`src/rtl/exc_entry_pkg.sv`:
```
`timescale 1ns/1ps
package exc_entry_pkg;

    localparam int unsigned WORD_W      = 32;
    localparam int unsigned FRAME_WORDS = 8;
    localparam int unsigned FRAME_BYTES = FRAME_WORDS * (WORD_W / 8);

    localparam logic [WORD_W-1:0] RET_TO_HANDLER     = 32'hFFFF_FFF1;
    localparam logic [WORD_W-1:0] RET_TO_THREAD_MAIN = 32'hFFFF_FFF9;
    localparam logic [WORD_W-1:0] RET_TO_THREAD_PROC = 32'hFFFF_FFFD;

    typedef enum logic [0:0] {
        ENTRY_IDLE = 1'b0,
        ENTRY_RUN  = 1'b1
    } entry_state_e;

    function automatic logic [WORD_W-1:0] return_code(input logic from_handler,
                                                      input logic on_psp);
        if (from_handler) begin
            return RET_TO_HANDLER;
        end else if (on_psp) begin
            return RET_TO_THREAD_PROC;
        end
        return RET_TO_THREAD_MAIN;
    endfunction

endpackage

```
`src/rtl/exc_frame_writer.sv`:
```
`timescale 1ns/1ps
module exc_frame_writer #(
    parameter int unsigned WORDS = 8,
    parameter int unsigned DW    = 32
) (
    input  logic              clk,
    input  logic              rst_n,
    input  logic              start,
    input  logic              skip,
    input  logic [DW-1:0]     base,
    input  logic [WORDS*DW-1:0] frame,
    output logic              wr_valid,
    output logic [DW-1:0]     wr_addr,
    output logic [DW-1:0]     wr_data,
    input  logic              wr_ready,
    output logic              done
);

    localparam int unsigned IDX_W = (WORDS > 1) ? $clog2(WORDS) : 1;
    localparam logic [IDX_W-1:0] LAST_IDX = IDX_W'(WORDS - 1);
    localparam int unsigned BYTE_SHIFT = $clog2(DW / 8);

    typedef struct packed {
        logic                active;
        logic                done;
        logic [IDX_W-1:0]    idx;
        logic [DW-1:0]       base;
        logic [WORDS*DW-1:0] frame;
    } wr_state_t;

    wr_state_t st_d, st_q;

    always_comb begin
        st_d = st_q;
        if (start) begin
            st_d.base   = base;
            st_d.frame  = frame;
            st_d.idx    = '0;
            st_d.active = !skip;
            st_d.done   = skip;
        end else if (st_q.active && wr_ready) begin
            if (st_q.idx == LAST_IDX) begin
                st_d.active = 1'b0;
                st_d.done   = 1'b1;
            end else begin
                st_d.idx = st_q.idx + 1'b1;
            end
        end
    end

    always_ff @(posedge clk or negedge rst_n) begin
        if (!rst_n) begin
            st_q <= '0;
        end else begin
            st_q <= st_d;
        end
    end

    assign wr_valid = st_q.active;
    assign wr_addr  = st_q.base + (DW'(st_q.idx) << BYTE_SHIFT);
    assign wr_data  = st_q.frame[st_q.idx*DW +: DW];
    assign done     = st_q.done;

endmodule

```
`src/rtl/exc_vector_reader.sv`:
```
`timescale 1ns/1ps
module exc_vector_reader #(
    parameter int unsigned NUM_W = 8,
    parameter int unsigned DW    = 32
) (
    input  logic             clk,
    input  logic             rst_n,
    input  logic             start,
    input  logic [NUM_W-1:0] num,
    input  logic [DW-1:0]    table_base,
    output logic             rd_valid,
    output logic [DW-1:0]    rd_addr,
    input  logic             rd_ready,
    input  logic [DW-1:0]    rd_data,
    output logic             done,
    output logic [DW-1:0]    vector
);

    localparam int unsigned BYTE_SHIFT = $clog2(DW / 8);

    typedef struct packed {
        logic          pend;
        logic          done;
        logic [DW-1:0] addr;
        logic [DW-1:0] vec;
    } rd_state_t;

    rd_state_t st_d, st_q;

    always_comb begin
        st_d = st_q;
        if (start) begin
            // a restart drops whatever the previous request returns this cycle
            st_d.pend = 1'b1;
            st_d.done = 1'b0;
            st_d.addr = table_base + (DW'(num) << BYTE_SHIFT);
        end else if (st_q.pend && rd_ready) begin
            st_d.pend = 1'b0;
            st_d.done = 1'b1;
            st_d.vec  = rd_data;
        end
    end

    always_ff @(posedge clk or negedge rst_n) begin
        if (!rst_n) begin
            st_q <= '0;
        end else begin
            st_q <= st_d;
        end
    end

    assign rd_valid = st_q.pend;
    assign rd_addr  = st_q.addr;
    assign done     = st_q.done;
    assign vector   = st_q.vec;

endmodule

```
`src/rtl/exc_entry_seq.sv`:
```
`timescale 1ns/1ps
module exc_entry_seq #(
    parameter int unsigned NUM_W = 8
) (
    input  logic             clk,
    input  logic             rst_n,
    input  logic             grant_valid,
    input  logic [NUM_W-1:0] grant_num,
    input  logic             grant_tail,
    input  logic             from_handler,
    input  logic             on_psp,
    input  logic [31:0]      cur_sp,
    input  logic [255:0]     ctx_frame,
    input  logic [31:0]      vec_base,
    input  logic             late_valid,
    input  logic [NUM_W-1:0] late_num,
    output logic             busy,
    output logic             wr_valid,
    output logic [31:0]      wr_addr,
    output logic [31:0]      wr_data,
    input  logic             wr_ready,
    output logic             rd_valid,
    output logic [31:0]      rd_addr,
    input  logic             rd_ready,
    input  logic [31:0]      rd_data,
    output logic             done_valid,
    output logic [31:0]      done_handler,
    output logic [NUM_W-1:0] done_num,
    output logic [31:0]      done_lr,
    output logic             sp_load,
    output logic [31:0]      sp_value
);

    import exc_entry_pkg::*;

    typedef struct packed {
        entry_state_e      state;
        logic [NUM_W-1:0]  num;
        logic [WORD_W-1:0] code;
        logic [WORD_W-1:0] sp_new;
        logic              stacked;
        logic              out_valid;
        logic [WORD_W-1:0] out_handler;
        logic [NUM_W-1:0]  out_num;
        logic [WORD_W-1:0] out_lr;
        logic              out_sp_load;
        logic [WORD_W-1:0] out_sp;
    } seq_state_t;

    seq_state_t st_d, st_q;

    logic             wr_start;
    logic             rd_start;
    logic [NUM_W-1:0] rd_num;
    logic             frame_done;
    logic             vec_done;
    logic [31:0]      vec_word;

    always_comb begin
        st_d             = st_q;
        st_d.out_valid   = 1'b0;
        st_d.out_sp_load = 1'b0;
        wr_start         = 1'b0;
        rd_start         = 1'b0;
        rd_num           = grant_num;
        unique case (st_q.state)
            ENTRY_IDLE: begin
                if (grant_valid) begin
                    st_d.state   = ENTRY_RUN;
                    st_d.num     = grant_num;
                    st_d.code    = return_code(from_handler, on_psp);
                    st_d.sp_new  = cur_sp - WORD_W'(FRAME_BYTES);
                    st_d.stacked = !grant_tail;
                    wr_start     = 1'b1;
                    rd_start     = 1'b1;
                end
            end
            ENTRY_RUN: begin
                if (late_valid) begin
                    st_d.num = late_num;
                    rd_start = 1'b1;
                    rd_num   = late_num;
                end else if (frame_done && vec_done) begin
                    st_d.state       = ENTRY_IDLE;
                    st_d.out_valid   = 1'b1;
                    st_d.out_handler = vec_word;
                    st_d.out_num     = st_q.num;
                    st_d.out_lr      = st_q.code;
                    st_d.out_sp_load = st_q.stacked;
                    st_d.out_sp      = st_q.sp_new;
                end
            end
            default: st_d.state = ENTRY_IDLE;
        endcase
    end

    always_ff @(posedge clk or negedge rst_n) begin
        if (!rst_n) begin
            st_q <= '0;
        end else begin
            st_q <= st_d;
        end
    end

    exc_frame_writer #(
        .WORDS (FRAME_WORDS),
        .DW    (WORD_W)
    ) u_writer (
        .clk      (clk),
        .rst_n    (rst_n),
        .start    (wr_start),
        .skip     (grant_tail),
        .base     (st_d.sp_new),
        .frame    (ctx_frame),
        .wr_valid (wr_valid),
        .wr_addr  (wr_addr),
        .wr_data  (wr_data),
        .wr_ready (wr_ready),
        .done     (frame_done)
    );

    exc_vector_reader #(
        .NUM_W (NUM_W),
        .DW    (WORD_W)
    ) u_reader (
        .clk        (clk),
        .rst_n      (rst_n),
        .start      (rd_start),
        .num        (rd_num),
        .table_base (vec_base),
        .rd_valid   (rd_valid),
        .rd_addr    (rd_addr),
        .rd_ready   (rd_ready),
        .rd_data    (rd_data),
        .done       (vec_done),
        .vector     (vec_word)
    );

    assign busy         = (st_q.state == ENTRY_RUN);
    assign done_valid   = st_q.out_valid;
    assign done_handler = st_q.out_handler;
    assign done_num     = st_q.out_num;
    assign done_lr      = st_q.out_lr;
    assign sp_load      = st_q.out_sp_load;
    assign sp_value     = st_q.out_sp;

endmodule

```
`config.mk`:
```
export PLATFORM = sky130hd
export DESIGN_NAME = exc_entry_seq
export DESIGN_NICKNAME = d
export VERILOG_FILES = /design/src/rtl/exc_entry_pkg.sv /design/src/rtl/exc_frame_writer.sv /design/src/rtl/exc_vector_reader.sv /design/src/rtl/exc_entry_seq.sv
export SDC_FILE = /design/constraint.sdc
export NUM_CORES = 1
export LEC_CHECK = 0
export BUFFER_PORTS_ARGS = -buffer_cell sky130_fd_sc_hd__buf_2
export CAP_MARGIN = 25
export CORE_AREA = 4 4 224 226
export DETAILED_ROUTE_END_ITERATION = 16
export DIE_AREA = 0 0 228 230
export PLACE_DENSITY = 0.72
export SKIP_LAST_GASP = 1
export SLEW_MARGIN = 20
export SYNTH_ARGS = -nofsm -noshare
export SYNTH_HDL_FRONTEND = slang
export SYNTH_SLANG_ARGS = --single-unit
export TNS_END_PERCENT = 20
```
`constraint.sdc`:
```
create_clock -name clk -period 3.2 [get_ports clk]
set_input_delay 0.16 -clock clk [delete_from_list [all_inputs] [get_ports clk]]
set_output_delay 0.16 -clock clk [all_outputs]
set_load 0.005 [all_outputs]
```
Word-level counts from Yosys, hierarchy flattened
Cells that the tools add are included.
{"block": "totals", "regBits": 539, "in_bits": 377, "output_inout_bits": 205, "wordCells": 73}
{"block": "op_classes", "n_addsub": 4, "n_eq_ne": 4, "shift": 1, "reduce_logical": 13, "muxes": 28, "bitwise": 3}
{"operator": "106-bit 2-to-1 mux", "count": 3}
{"operator": "256-bit by 9-bit variable part select with 32-bit output", "count": 1}
{"operator": "32-bit 2-to-1 mux", "count": 3}
{"operator": "74-bit 2-to-1 mux", "count": 1}
{"operator": "33-bit 2-to-1 mux", "count": 1}
{"operator": "32-bit by 10-bit adder with 32-bit output", "count": 1}
{"operator": "32-bit by 5-bit adder with 32-bit output", "count": 1}
{"operator": "32-bit by 6-bit subtractor with 32-bit output, second input constant", "count": 1}
{"operator": "8-bit 2-to-1 mux", "count": 3}
{"operator": "9-bit one-hot mux with 2 select lines", "count": 1}
{"operator": "5-bit 2-to-1 mux", "count": 2}
{"operator": "2-bit AND reduction", "count": 5}
{"operator": "1-bit 2-to-1 mux", "count": 9}
{"operator": "2-bit 2-to-1 mux", "count": 3}
{"operator": "2-bit nonzero test", "count": 3}
{"operator": "2-bit inequality test, second input constant", "count": 2}
{"operator": "3-bit by 1-bit adder with 3-bit output, second input constant", "count": 1}
{"operator": "3-bit equality test, second input constant", "count": 1}
{"operator": "1-bit logical AND", "count": 3}
{"operator": "3-bit 2-to-1 mux", "count": 1}
{"operator": "1-bit inverter", "count": 3}
{"operator": "3-bit AND reduction", "count": 1}
{"operator": "2-bit by 1-bit inequality test with 1-bit output, second input constant", "count": 1}
{"operator": "1-bit one-hot mux with 2 select lines", "count": 1}
{"operator": "1-bit logical NOT", "count": 1}

Longest topological paths before layout
{"block": "logic_depth", "word_depth": 7, "depth_mapped": 10, "depth_no_buf": 9}

Cells and area by module
A second synthesis with hierarchy kept.
{"block": "hier_totals", "cells_unflattened": 1828, "area_unflattened_um2": 22818.1}
{"mod": "exc_frame_writer", "n_inst": 1, "area_each_um2": 13432.9, "cells_each": 833, "seq_area_each_um2": 7332.0}
{"mod": "exc_entry_seq", "n_inst": 1, "area_each_um2": 5910.7, "cells_each": 670, "seq_area_each_um2": 3052.9}
{"mod": "exc_vector_reader", "n_inst": 1, "area_each_um2": 3474.6, "cells_each": 325, "seq_area_each_um2": 1651.6}

Worst setup path after synthesis
Ideal clock, no wire load.
{"block": "synth_timing", "kind": "flip-flop to flip-flop", "from": "register st_q, in the netlist busy", "to": "register u_reader.st_q, in the netlist u_reader.rd_addr[25]", "arrival_ps": 2748, "path_stages_with_launch": 11, "required_ps": 3118, "setup_time_ps": 82, "synth_period_minus_slack_ps": 2830, "path_buffers": 2, "path_slack_ps": 370, "path_cell_list": "dfrtp_1 clkbuf_1 nand2_1 a21o_1 ha_1 buf_2 nand2_2 nor4_4 o21ai_2 or4b_1 a31oi_1"}
{"block": "synth_via", "elab_chain_len": 2, "word_cells_on_any_way": 4, "cone_classes": "add/sub (1); mux (2); bitwise (1)"}
{"element": "from (decl)", "line": "exc_entry_seq.sv:50", "rtl": "seq_state_t st_d, st_q;"}
{"element": "from (signal assigned)", "line": "exc_entry_seq.sv:101", "rtl": "st_q <= st_d;"}
{"element": "8-bit 2-to-1 mux or 1-bit inverter (tied branches)"}
{"element": "32-bit by 10-bit adder with 32-bit output or 1-bit one-hot mux with 2 select lines (tied branches)", "line": "exc_vector_reader.sv:36, exc_entry_seq.sv:66"}
{"element": "to (signal assigned)", "line": "exc_vector_reader.sv:48", "rtl": "st_q <= st_d;"}
{"element": "to (decl)", "line": "exc_vector_reader.sv:28", "rtl": "rd_state_t st_d, st_q;"}
Parallel ways exist; a longest one is shown, timed or not.
A chain may end at the register's enable or synchronous reset.

Worst setup path after layout
{"block": "layout_timing", "from": "register u_writer.st_q[289] (netlist bit)", "to": "output wr_data[5]"}
{"block": "layout_via", "elab_chain_len": 1}
{"element": "from (decl)", "line": "exc_frame_writer.sv:31", "rtl": "wr_state_t st_d, st_q;"}
{"element": "from (signal assigned)", "line": "exc_frame_writer.sv:55", "rtl": "st_q <= st_d;"}
{"element": "256-bit by 9-bit variable part select with 32-bit output", "line": "exc_frame_writer.sv:61", "rtl": "assign wr_data = st_q.frame[st_q.idx*DW +: DW];"}
{"element": "to (decl)", "line": "exc_entry_seq.sv:20", "rtl": "output logic [31:0] wr_data,"}
No other way between the ends.

==> metrics.md <==
| Metric | Value |
|---|---|
| Max_slew headroom | `0.425` |
| Final Max Slew Viols | `0` |
| Pwr Total | `26.3 mW` |
| Top post-synthesis cells by count | `nand2_1, dfrtp_1, buf_4, clkbuf_1, nor2_1` |
| Clock sink total | `481` |
| Hold Path Sink | `st_q[136]` |
| WL/cell | `between 20 and 25 um` |
| I/O Buffers | `580` |
| Clock root cell | `clkbuf_16` |
| Total Routing Usage GR | `0.293` |
| CP startpoint | `u_writer.st_q[289]` |
| Die Span X | `228 um` |
| Post-synth net total | `2753` |
| #FFs+latches synth | `481` |
| Grt ovf | `0` |
| Setup ws final | `-6.78 ps` |
| Cell variety after synth | `62` |
| CP max FO | `36` |
| Largest net degree at the start of global routing | `177` |
| CP startpoint kind | `register` |
| Final Hold Vio Count | `0` |
| Ranking of synthesized cells by area | `dfrtp_1, nand2_1, mux4_2` |
| RR Startpoint | `busy` |
| Area post-placement | `25300 um^2` |
| Worst min path class | `in -> reg` |
| Chip height | `230 um` |
| Syn Inst Count | `2360` |
| DRT Wirelength | `77700 um` |
| Row Count | `81` |
| Fill cells | `approximately 3700` |
| DRC | `0` |
| Post-synth ARST share | `1.00` |
| Synth-to-Final Area Change | `36.8%` |
| Critical path class | `reg -> out` |
| Mean Syn Cell Area | `9.49 um^2` |
| Vias in the first global route | `about 22000` |
| H-tree levels | `2` |
| Initial Util | `0.463` |
| Post-synthesis sequential area ratio | `0.538` |
| DP Worst Slack | `-90.0 ps` |
| Layout net count | `3565` |
| Critical path capture point type | `output pin` |
| Crit path time final | `3210 ps` |
| Worst vdd ir | `0.613 mV` |
| Fmax | `312 MHz` |
| Vias per cell | `5.34` |
| CP arrival | `3050 ps` |
| Post-route ant nets | `0` |
| FF-to-FF path depth | `8` |
| Non-filler cells, final | `3840` |
| R2r setup slk | `between 200 and 250 ps` |
| Routability congestion estimate from global placement | `~0.95` |
| Slew @ Worst Pin | `862 ps` |
| Worst hold start | `cur_sp[29]` |
| Boundary pin count | `582` |
| First-iteration detailed-routing DRC count | `between 1500 and 2000` |
| RSZ-0062 raised after global routing | `yes` |
| Clock transition at the registers of the reported paths | `approximately 60 ps` |
| Leading area contributor after synthesis | `dfrtp_1` |
| Critical path required time | `3040 ps` |
| Drt pass-1 iters | `6` |
| CTS max path bufs | `3` |
| Hold Slack | `40.6 ps` |
| Post-route cell area | `30600 um^2` |
| Post-Syn Area | `22400 um^2` |
| TritonCTS Buffers | `just over 50` |
| Top FF cell, synth | `dfrtp_1` |
| Maximum capacitance violations | `0` |
| Initial antenna violation count | `15` |
| Final setup violation count | `1` |
| Die area | `52400 um^2` |
| CTS tree | `built` |
| First-pass GRT wire length | `between 100000 and 150000 um` |
| Failing checks | `negative setup slack` |
| Final period utilization | `1.00` |
| Via count | `20492` |
| PwrDens | `858 nW/um^2` |
| Post-DP HPWL | `51400 um` |
| RR Endpoint | `u_reader.rd_addr[25]` |
| DP Cell Count | `3374` |
| Hold depth | `4` |
| Status | `finished with violations` |
| Skew-Pair Late Insertion Delay | `580 ps` |
| Post-synth top area share | `0.538` |
| Core area | `48300 um^2` |
| Top-count cell post-synth | `nand2_1` |
| Pleak | `15.5 nW` |
| Share of cells above drive strength 1 | `0.262` |
| Yosys warns | `0` |
| Post-synth EDFFs | `0` |
| Worst Skew | `14.5 ps` |
==> layer usage <==
layer,share of wire,vias to the layer above,track usage
li1,-,9219,-
met1,0.37,9973,0.338
met2,0.50,1011,0.509
met3,0.073,285,0.0670
met4,0.061,4,0.161
met5,0.00036,-,0
==> report_power, final <==
part           leakage, nW  internal [mW]  switching (mW)  total [mW]
Sequential            5.89           8.81            1.82        10.6
Combinational         8.85           4.63            5.25        9.88
Clock                0.786           3.37            2.40        5.77
Total                 15.5           16.8            9.47        26.3
==> kinds of logic (layout without fill, tap and decap cells) <==
family,after synthesis,in the layout,synth area share
AND/OR/NAND/NOR,1279,1279,0.228
flip-flops,481,481,0.538
buffers and inverters,238,1082,0.0582
AO/OA/AOI/OAI,146,146,0.0423
multiplexers,133,133,0.0988
XOR/XNOR,66,66,0.0258
adder cells (fa/ha/maj),16,16,0.00961
other,1,15,0.000167
==> worst max path at each step <==
stage                            to  cells past startpoint
3_3_place_gp   u_reader.rd_addr[26]                      8
3_5_place_dp   u_reader.rd_addr[26]                      8
2_1_floorplan  u_reader.rd_addr[25]                     10
5_1_grt                  wr_data[5]                      5
6_report                 wr_data[5]                      5
4_1_cts                 wr_data[24]                      5
==> state kept, by name, indices dropped and copies added (netlist names), 3 cells and up <==
signal / cells
u_writer.st_q: 291
u_reader.rd_addr: 32
done_handler: 32
done_lr: 3
sp_value: 32
u_reader.vector: 32
st_q: 44
done_num: 8
==> through the flow <==
stage	util	TNS, ps
2_1_floorplan	-	0
3_3_place_gp	0.523	0
3_5_place_dp	0.523	-152
4_1_cts	0.632	-114
5_1_grt	0.633	-855
6_report	0.633	-6.78
==> cells in the final DEF (no fill, tap or decap), types with 8 or more instances in the layout <==
| cell | n |
|---|---|
| nand2_1 | 1082 |
| mux2_2 | 63 |
| nand4_1 | 9 |
| a221o_1 | 8 |
| buf_4 | 31 |
| a21oi_1 | 41 |
| o21a_1 | 16 |
| buf_12 | 11 |
| inv_1 | 9 |
| clkbuf_16 | 53 |
| ha_1 | 14 |
| diode_2 | 14 |
| o211ai_1 | 10 |
| o2111ai_1 | 8 |
| nor4_1 | 10 |
| dlygate4sd3_1 | 365 |
| dfrtp_1 | 477 |
| and3_1 | 15 |
| xor2_1 | 31 |
| o21ai_0 | 31 |
| clkbuf_8 | 9 |
| nand3_1 | 21 |
| nor2_1 | 87 |
| buf_2 | 579 |
| xnor2_1 | 35 |
| a21o_1 | 12 |
| mux4_2 | 64 |
| clkbuf_1 | 13 |
| nor3_1 | 19 |
==> final cells by class <==
type | count | area [um^2] | area share
Antenna cell | 14 | 35.0 | 0.00114
Clock buffer | 75 | 1500 | 0.0490
Clock inverter | 10 | 109 | 0.00355
Inverter | 10 | 37.5 | 0.00123
Multi-Input combinational cell | 1641 | 9100 | 0.297
Sequential cell | 481 | 12000 | 0.393
Tap cell | 622 | 778 | 0.0254
Timing Repair Buffer | 987 | 7020 | 0.229
==> critical path, cell delays in order, from the launching register on <==
cell and delay, ps:
dfrtp_4 430, buf_4 450, buf_4 580, mux4_2 500, mux2_2 300, buf_2 130
==> what timing repair did <==
item                                    CTS  global route
setup buffers                             0             2
hold buffers                            365             0
hold endpoints to repair                449             0
pin swaps                                 0             2
resized for setup                         1             4
endpoints found under the setup margin   10            34
No activity file was read; power rests on OpenSTA's default activity.
